`src/rtl/irqc_pkg.sv`:
```
package irqc_pkg;
  localparam int STAT_IE  = 0;
  localparam int STAT_EXL = 1;
  localparam int STAT_UM  = 4;
  localparam int FLD_LO   = 8;

  typedef enum logic [1:0] {OP_NONE, OP_TAKE, OP_RET, OP_WRITE} irqc_op_e;
endpackage

```
`src/rtl/irqc_prio.sv`:
```
module irqc_prio #(
  parameter int N  = 8,
  parameter int IW = (N > 1) ? $clog2(N) : 1
) (
  input  logic [N-1:0]  vec,
  output logic          any,
  output logic [IW-1:0] idx,
  output logic [N-1:0]  above
);
  always_comb begin
    idx = '0;
    for (int i = 0; i < N; i++) begin
      if (vec[i]) idx = IW'(i);
    end
  end

  assign any = |vec;

  generate
    for (genvar g = 0; g < N; g++) begin : g_above
      assign above[g] = (g > int'(idx));
    end
  endgenerate
endmodule

```
`src/rtl/irqc_mask_stack.sv`:
```
module irqc_mask_stack #(
  parameter int W     = 8,
  parameter int DEPTH = 8,
  parameter int AW    = (DEPTH > 1) ? $clog2(DEPTH) : 1,
  parameter int PW    = $clog2(DEPTH + 1)
) (
  input  logic         clk,
  input  logic         rst_n,
  input  logic         push,
  input  logic         pop,
  input  logic [W-1:0] din,
  output logic [W-1:0] dout,
  output logic         empty,
  output logic         full,
  output logic         last
);
  logic [W-1:0]  mem [DEPTH];
  logic [PW-1:0] cnt_q, cnt_d, tidx;
  logic          do_push, do_pop;

  assign empty   = (cnt_q == '0);
  assign full    = (cnt_q == PW'(DEPTH));
  assign last    = (cnt_q == PW'(1));
  assign do_push = push && !full;
  assign do_pop  = pop && !empty;
  assign tidx    = cnt_q - PW'(1);
  assign dout    = empty ? '0 : mem[tidx[AW-1:0]];

  always_comb begin
    cnt_d = cnt_q;
    if (do_push)     cnt_d = cnt_q + PW'(1);
    else if (do_pop) cnt_d = cnt_q - PW'(1);
  end

  always_ff @(posedge clk or negedge rst_n) begin
    if (!rst_n)                  cnt_q <= '0;
    else if (do_push || do_pop)  cnt_q <= cnt_d;
  end

  generate
    for (genvar g = 0; g < DEPTH; g++) begin : g_ent
      always_ff @(posedge clk) begin
        if (do_push && (cnt_q == PW'(g))) mem[g] <= din;
      end
    end
  endgenerate
endmodule

```
`src/rtl/irq_prio_ctrl.sv`:
```
module irq_prio_ctrl #(
  parameter int NSRC  = 8,
  parameter int DEPTH = 8,
  parameter int IW    = (NSRC > 1) ? $clog2(NSRC) : 1,
  parameter int SW    = irqc_pkg::FLD_LO + NSRC
) (
  input  logic            clk,
  input  logic            rst_n,
  input  logic [NSRC-1:0] irq_lines,
  input  logic            status_we,
  input  logic [SW-1:0]   status_wdata,
  input  logic            take,
  input  logic            ret,
  output logic            irq_req,
  output logic [IW-1:0]   irq_id,
  output logic [SW-1:0]   status_q,
  output logic [SW-1:0]   cause_q,
  output logic            ret_err
);
  import irqc_pkg::*;

  logic [NSRC-1:0] pend_q, mask_q, mask_d, cand, above, saved;
  logic            ie_q, ie_d, exl_q, exl_d, um_q, um_d, err_q;
  logic [IW-1:0]   id_q, sel;
  logic            any, stk_empty, stk_full, stk_last;
  logic            take_ok, ret_ok, ret_bad, wr_ok, stat_en;
  irqc_op_e        op;

  assign cand = pend_q & mask_q & {NSRC{ie_q}};

  irqc_prio #(.N(NSRC), .IW(IW)) u_prio (
    .vec(cand), .any(any), .idx(sel), .above(above)
  );

  assign take_ok = take && !ret && any && !stk_full;
  assign ret_ok  = ret && !stk_empty;
  assign ret_bad = ret && stk_empty;
  assign wr_ok   = status_we && !ret && !take_ok;

  always_comb begin
    if (ret_ok)       op = OP_RET;
    else if (take_ok) op = OP_TAKE;
    else if (wr_ok)   op = OP_WRITE;
    else              op = OP_NONE;
  end

  irqc_mask_stack #(.W(NSRC), .DEPTH(DEPTH)) u_stack (
    .clk(clk), .rst_n(rst_n),
    .push(take_ok), .pop(ret_ok), .din(mask_q), .dout(saved),
    .empty(stk_empty), .full(stk_full), .last(stk_last)
  );

  always_comb begin
    mask_d = mask_q;
    ie_d   = ie_q;
    exl_d  = exl_q;
    um_d   = um_q;
    case (op)
      OP_RET: begin
        mask_d = saved;
        ie_d   = 1'b1;
        exl_d  = !stk_last;
      end
      OP_TAKE: begin
        mask_d = mask_q & above;
        ie_d   = 1'b1;
        exl_d  = 1'b1;
      end
      OP_WRITE: begin
        mask_d = status_wdata[SW-1:FLD_LO];
        ie_d   = status_wdata[STAT_IE];
        um_d   = status_wdata[STAT_UM];
      end
      default: ;
    endcase
  end

  assign stat_en = (op != OP_NONE);

  always_ff @(posedge clk or negedge rst_n) begin
    if (!rst_n) begin
      mask_q <= '0;
      ie_q   <= 1'b0;
      exl_q  <= 1'b0;
      um_q   <= 1'b0;
    end else if (stat_en) begin
      mask_q <= mask_d;
      ie_q   <= ie_d;
      exl_q  <= exl_d;
      um_q   <= um_d;
    end
  end

  always_ff @(posedge clk or negedge rst_n) begin
    if (!rst_n) pend_q <= '0;
    else        pend_q <= irq_lines;
  end

  always_ff @(posedge clk or negedge rst_n) begin
    if (!rst_n)   id_q <= '0;
    else if (any) id_q <= sel;
  end

  always_ff @(posedge clk or negedge rst_n) begin
    if (!rst_n)       err_q <= 1'b0;
    else if (ret_bad) err_q <= 1'b1;
  end

  always_comb begin
    status_q                   = '0;
    status_q[SW-1:FLD_LO]      = mask_q;
    status_q[STAT_IE]          = ie_q;
    status_q[STAT_EXL]         = exl_q;
    status_q[STAT_UM]          = um_q;
    cause_q                    = '0;
    cause_q[SW-1:FLD_LO]       = pend_q;
  end

  assign irq_req = any;
  assign irq_id  = id_q;
  assign ret_err = err_q;

  logic unused_wbits;
  assign unused_wbits = ^{status_wdata[FLD_LO-1:STAT_UM+1],
                          status_wdata[STAT_UM-1:STAT_IE+1]};
endmodule

```
`config.mk`:
```
export PLATFORM = sky130hd
export DESIGN_NAME = irq_prio_ctrl
export DESIGN_NICKNAME = d
export VERILOG_FILES = /design/src/rtl/irqc_pkg.sv /design/src/rtl/irqc_prio.sv /design/src/rtl/irqc_mask_stack.sv /design/src/rtl/irq_prio_ctrl.sv
export SDC_FILE = /design/constraint.sdc
export NUM_CORES = 1
export LEC_CHECK = 0
export ABC_CLOCK_PERIOD_IN_PS = 8500
export CAP_MARGIN = 0
export CORE_MARGIN = 1
export CORE_UTILIZATION = 30
export DETAILED_ROUTE_END_ITERATION = 10
export PLACE_DENSITY_LB_ADDON = 0.1
export SYNTH_ARGS = -nofsm -noshare
export SYNTH_HDL_FRONTEND = slang
export SYNTH_SLANG_ARGS = --single-unit
```
`constraint.sdc`:
```
create_clock -name clk -period 8.5 [get_ports clk]
set_input_delay 0.85 -clock clk [delete_from_list [all_inputs] [get_ports clk]]
set_output_delay 0.85 -clock clk [all_outputs]
set_load 0.03 [all_outputs]
```
# Yosys cells after proc, flatten, opt, wreduce, memory -nomap -nowiden

Memory sizes are Yosys's and may differ from the RTL's.
Index checks and enable logic that the tools add are counted.

Eq/ne operators: 11
Reductions and logical operators: 43
Add/subtract/negate cells: 2
Divide/modulo/power cells: 0
Bitwise operators: 3
Muxes and demuxes: 53
Multiply operators: 0
Magnitude comparators: 7
Shift-type cells: 0

Operator list:

| kind                  | count |
|---|---|
| $mux W8               | 8 |
| $reduce_or A8 Y1      | 8 |
| $mux W3               | 11 |
| $and A8 B8 Y8         | 3 |
| $mux W1               | 24 |
| $pmux W8 S3           | 1 |
| $logic_and A1 B1 Y1   | 17 |
| $eq A4 B3 Y1 const B  | 4 |
| $gt A3 B3 Y1 const A  | 4 |
| $mux W2               | 5 |
| $reduce_and A2 Y1     | 5 |
| $eq A4 B2 Y1 const B  | 2 |
| $mux W4               | 2 |
| $reduce_bool A2 Y1    | 4 |
| $gt A2 B3 Y1 const A  | 2 |
| $logic_not A1 Y1      | 5 |
| $add A4 B1 Y4 const B | 1 |
| $eq A2 B2 Y1 const B  | 2 |
| $eq A4 B1 Y1 const B  | 1 |
| $eq A4 B4 Y1 const B  | 1 |
| $logic_not A4 Y1      | 1 |
| $pmux W1 S2           | 2 |
| $sub A4 B1 Y4 const B | 1 |
| $gt A1 B3 Y1 const A  | 1 |
| other kinds (4)       | 4 |

Bits in registers: 27
RAM bits: 64
Memory bits (read-only): 0
Word-level logic and storage cells: 128
Output and inout port bits: 37
Input bits: 29
Latch bits: 0
Memories: 1

Memories:

| memory      | depth | bits a word | rd ports | clocked after memory_dff | wr ports | line                  | text |
|---|---|---|---|---|---|---|---|
| u_stack.mem | 8     | 8           | 1        | 0                        | 1        | irqc_mask_stack.sv:17 | `logic [W-1:0] mem [DEPTH];` |

# Longest topological paths before layout

Depth after elaboration: 17
Depth in mapped cells: 14
Gate-level depth less buffers: 11

# Modules after synthesis

Synthesis repeated with hierarchy kept, for this count alone.

Cells, all modules: 290
Area, all modules: 4202.8 um2

Modules (own cells, without submodules):

| module          | area each (um2) | cells an instance | sequential area each (um2) | instances |
|---|---|---|---|---|
| irqc_mask_stack | 2901.5          | 170               | 2021.9                     | 1 |
| irq_prio_ctrl   | 1188.6          | 101               | 575.6                      | 1 |
| irqc_prio       | 112.6           | 19                | 0.0                        | 1 |

# Worst setup path before layout

OpenSTA, ideal clock, no wires.

Path type: flip-flop to flip-flop
Start: register u_stack.cnt_q[0]
End: register mask_q[2]
Clock period less this slack: 2.846 ns
Slack: 5.654 ns
Buffers on the path: 3
Arrival time: 2.766 ns
Data required time: 8.420 ns
Library setup time: 0.080 ns
Stages on the path, launching flop included: 13
Cells stage by stage: dfrtp_1 > buf_2 > inv_2 > ha_1 > a311oi_1 > and2b_1 > o21ai_1 > inv_2 > ha_1 > clkbuf_1 > clkbuf_1 > a41oi_1 > o22ai_2

Longest elaborated chain between the ends: 11
Elaborated cells between the ends (all ways): 21
Classes of those cells: 1 x add/sub; 4 x eq/ne; 5 x mux; 10 x reduce/logical; 1 x memory

Ends and longest elaborated chain:

| element                                                | line                  | text |
|---|---|---|
| from (decl)                                            | irqc_mask_stack.sv:18 | `logic [PW-1:0] cnt_q, cnt_d, tidx;` |
| from (signal assigned)                                 | irqc_mask_stack.sv:37 | `else if (do_push \|\| do_pop) cnt_q <= cnt_d;` |
| branches (longest 11 deep; another with $mem_v2 Z8 W8) | -                     |  |
| to (signal assigned)                                   | irq_prio_ctrl.sv:87   | `mask_q <= mask_d;` |
| to (decl)                                              | irq_prio_ctrl.sv:22   | `logic [NSRC-1:0] pend_q, mask_q, mask_d, cand, above, saved;` |

Several ways; the timed one is not identified.
A chain may end at the register's enable or synchronous reset.

# Final worst setup path

Start: register u_stack.cnt_q[0]
End: register mask_q[3]

Same word-level chain as after synthesis.

==> results.json <==
{
  "status": "completed",
  "clock_latency_ps": 350,
  "slew_headroom": 0.266,
  "met1_usage": 0.194,
  "hold_buffers": 0,
  "firstDrtPassIters": 4,
  "synth_ff_type": "edfxtp_1",
  "ys_ff_latch": 91,
  "grtUsageMet3": 0.0586,
  "ys_seq_area_frac": 0.644,
  "die_h_microns": 118,
  "dp_slack_ps": 4660,
  "ys_types": 53,
  "cp.required_ps": 8700,
  "slew_viol_final": 0,
  "leakage_nw": 1.75,
  "syn_area_per_cell_sq_um": 15.2,
  "synth_area_sq_um": 4040,
  "grt_pass1_vias": 2541,
  "yosys.area_share.simple": 0.0741,
  "intPower_mw": 1.11,
  "rsz0062_at_grt": "no",
  "arrival_ps": 4000,
  "fillers": 1277,
  "htree_levels": 3,
  "clk_path_buf_depth": 2,
  "min_period_ps": 3800,
  "synth_top_area_share": 0.476,
  "cts_resized": 0,
  "antenna_found_initial": 0,
  "synth_edf_count": 64,
  "port-buffer-count": 46,
  "grt_pass1_wl_microns": 15100,
  "top_level_ports": 66,
  "busiest_layer": "met2",
  "yosysWarnings": 0,
  "syn_inst": 265,
  "routabilityCongestion": 0.774,
  "synth-compound-area-share": 0.0784,
  "drt-wirelength-per-cell_microns": 19.5,
  "cp-start-kind": "register",
  "drtIter0Drc": 194,
  "cp_max_fo": 19,
  "switching_share": 0.365,
  "cp-end-kind": "register",
  "path_class": "register to register",
  "fin_skew_ps": 8.25,
  "async_flop_share": 0.297,
  "yosysTopAreaCell": "edfxtp_1",
  "synthMuxAreaShare": 0.114,
  "coreArea_sq_um": 13200,
  "nets": 345,
  "synth_top_family_by_area": "multiplexers",
  "net-switching-power_mw": 0.638,
  "period_share": 0.447,
  "placementRows": 42,
  "synth_xor_area_frac": 0.0105,
  "cts_buffers": 9,
  "min_path_type": "register to register",
  "place_hpwl_microns": 6390,
  "fin_tns_setup_ps": 0,
  "cts-root-buf": "clkbuf_16",
  "area_growth_pct": 21.0,
  "worst_pin_slew_ps": 1100,
  "post-cts-setup-buffers": 0,
  "wl_microns": 9540,
  "grtUsageMet2": 0.231,
  "overflow": 0,
  "yosys.area_share.adder": 0.0248,
  "vias_per_cell": 4.83,
  "vias": 2362,
  "grt.total_usage": 0.151,
  "final_hold_viol_count": 0,
  "ir_worst_vdd_mv": 0.140,
  "ant_nets": 0,
  "cts_tree": "done",
  "drc_errors": 0,
  "clk_pin_slew_ps": 70,
  "die_w_microns": 118,
  "seqCellArea_sq_um": 2600,
  "cap_violations": 0,
  "clockPowerShare": 0.227,
  "drive_above_1_share": 0.144,
  "synthTopCellsByArea": "edfxtp_1 (48%), dfrtp_1 (17%), mux4_2 (8.9%)",
  "setup_violations": 0,
  "diodes": 0,
  "max_freq_ghz": 0.263,
  "start_util": 0.306,
  "clock_sinks": 91,
  "die_area_sq_um": 13900,
  "multi_input_area_sq_um": 1270,
  "grt_max_degree": 28,
  "p_per_area_nw_per_um2": 358,
  "p_seq_frac": 0.392,
  "comb_power_share": 0.381,
  "setup_ws_ps": 4700
}
==> power groups by stage <==
stage | combinational, mW | sequential [mW] | clock (mW)
finish | 0.665 | 0.685 | 0.397
global route | 0.724 | 0.702 | 0.426
CTS | 0.675 | 0.688 | 0.406
detailed placement | 0.672 | 0.697 | 0
global placement | 0.674 | 0.696 | 0
floorplan | 0.447 | 0.695 | 0
==> logic make-up after synthesis <==
family | Yosys count
AOI/OAI and AO/OA | 43
xor gates and xnor gates | 4
adders and majority gates | 8
buffers and inverters | 36
DFF | 91
muxes | 25
other | 1
and+or+nand+nor | 57
==> cells in the mapped netlist (4+ instances only) <==
library cell / number
inv_2: 4
mux4_2: 16
inv_1: 4
buf_4: 17
mux2i_1: 5
a22o_1: 6
a21oi_1: 7
a32oi_1: 4
edfxtp_1: 64
o21ai_1: 4
dfrtp_1: 27
and2_1: 7
nor2_1: 6
nand2_1: 22
ha_1: 8
clkbuf_1: 5
==> critical path, cell delays in order, from the launching register on <==
cell and delay, ps:
dfrtp_1 880, inv_2 260, ha_1 380, a311oi_1 340
and2b_1 330, o21ai_1 180, inv_2 90, ha_1 570
nor2_1 240, a32oi_1 250, o31ai_1 90
==> cells in the final DEF, fill, tap and decap left out, types with 2 or more instances in the layout <==
| cell type | n |
|---|---|
| o21ai_1 | 4 |
| mux2_2 | 3 |
| and3_1 | 3 |
| mux2i_1 | 5 |
| nor2b_1 | 2 |
| xnor2_1 | 3 |
| a22o_1 | 6 |
| mux4_2 | 16 |
| nand2_1 | 22 |
| edfxtp_1 | 64 |
| a21o_1 | 3 |
| dfrtp_1 | 27 |
| nor2_1 | 6 |
| inv_2 | 4 |
| a32oi_1 | 4 |
| clkdlybuf4s50_1 | 46 |
| and2_1 | 7 |
| o31ai_1 | 2 |
| a31oi_1 | 3 |
| inv_1 | 4 |
| a21oi_1 | 7 |
| o211ai_1 | 3 |
| ha_1 | 8 |
| nand4_1 | 2 |
| clkbuf_16 | 9 |
| conb_1 | 13 |
| a41oi_1 | 3 |
| nor3_1 | 2 |
| nand3_1 | 3 |
==> through the flow <==
stage	utilization	area (sq um)	std cells	total power, mW	hold slack (ps)
5_1_grt	0.370	4880	489	1.85	491
2_1_floorplan	-	4080	277	1.14	482
3_5_place_dp	0.348	4590	473	1.37	448
4_1_cts	0.370	4880	489	1.77	463
6_report	0.370	4880	489	1.75	455
3_3_place_gp	0.348	4590	473	1.37	444
==> registers in the layout, indices dropped and copies added (netlist names) <==
| name | flops |
|---|---|
| u_stack.mem | 64 |
| mask_q | 8 |
| pend_q | 8 |
| u_stack.cnt_q | 4 |
| irq_id | 3 |
| exl_q | 1 |
| ie_q | 1 |
| ret_err | 1 |
| um_q | 1 |
==> routing by layer <==
layer | share of wire | vias up
li1 | - | 1072
met3 | 0.058 | 9
met1 | 0.46 | 1201
met4 | 0.020 | 0
met5 | 0 | -
met2 | 0.46 | 80
==> worst paths after layout <==
path                             startpoint               end  slack [ps]  depth (start not counted)
setup / recovery           u_stack.cnt_q[0]         mask_q[3]        4700                         10
hold / removal                      ret_err           ret_err         450                          1
setup reg to reg           u_stack.cnt_q[0]         mask_q[3]        4700                         10
hold reg to reg                     ret_err           ret_err         450                          1
max in group asynchronous             rst_n         mask_q[1]        7330                          2
min in group asynchronous             rst_n  u_stack.cnt_q[0]         890                          2
==> cell type report <==
class                      count  area share
multi-input combinational    150       0.259
clock buffer                  10      0.0469
tap                          176      0.0451
inverter                       9     0.00743
timing repair buffer          47      0.0959
sequential                    91       0.532
clock inverter                 6      0.0131
Note: power is estimated with default switching activity, not from simulation.
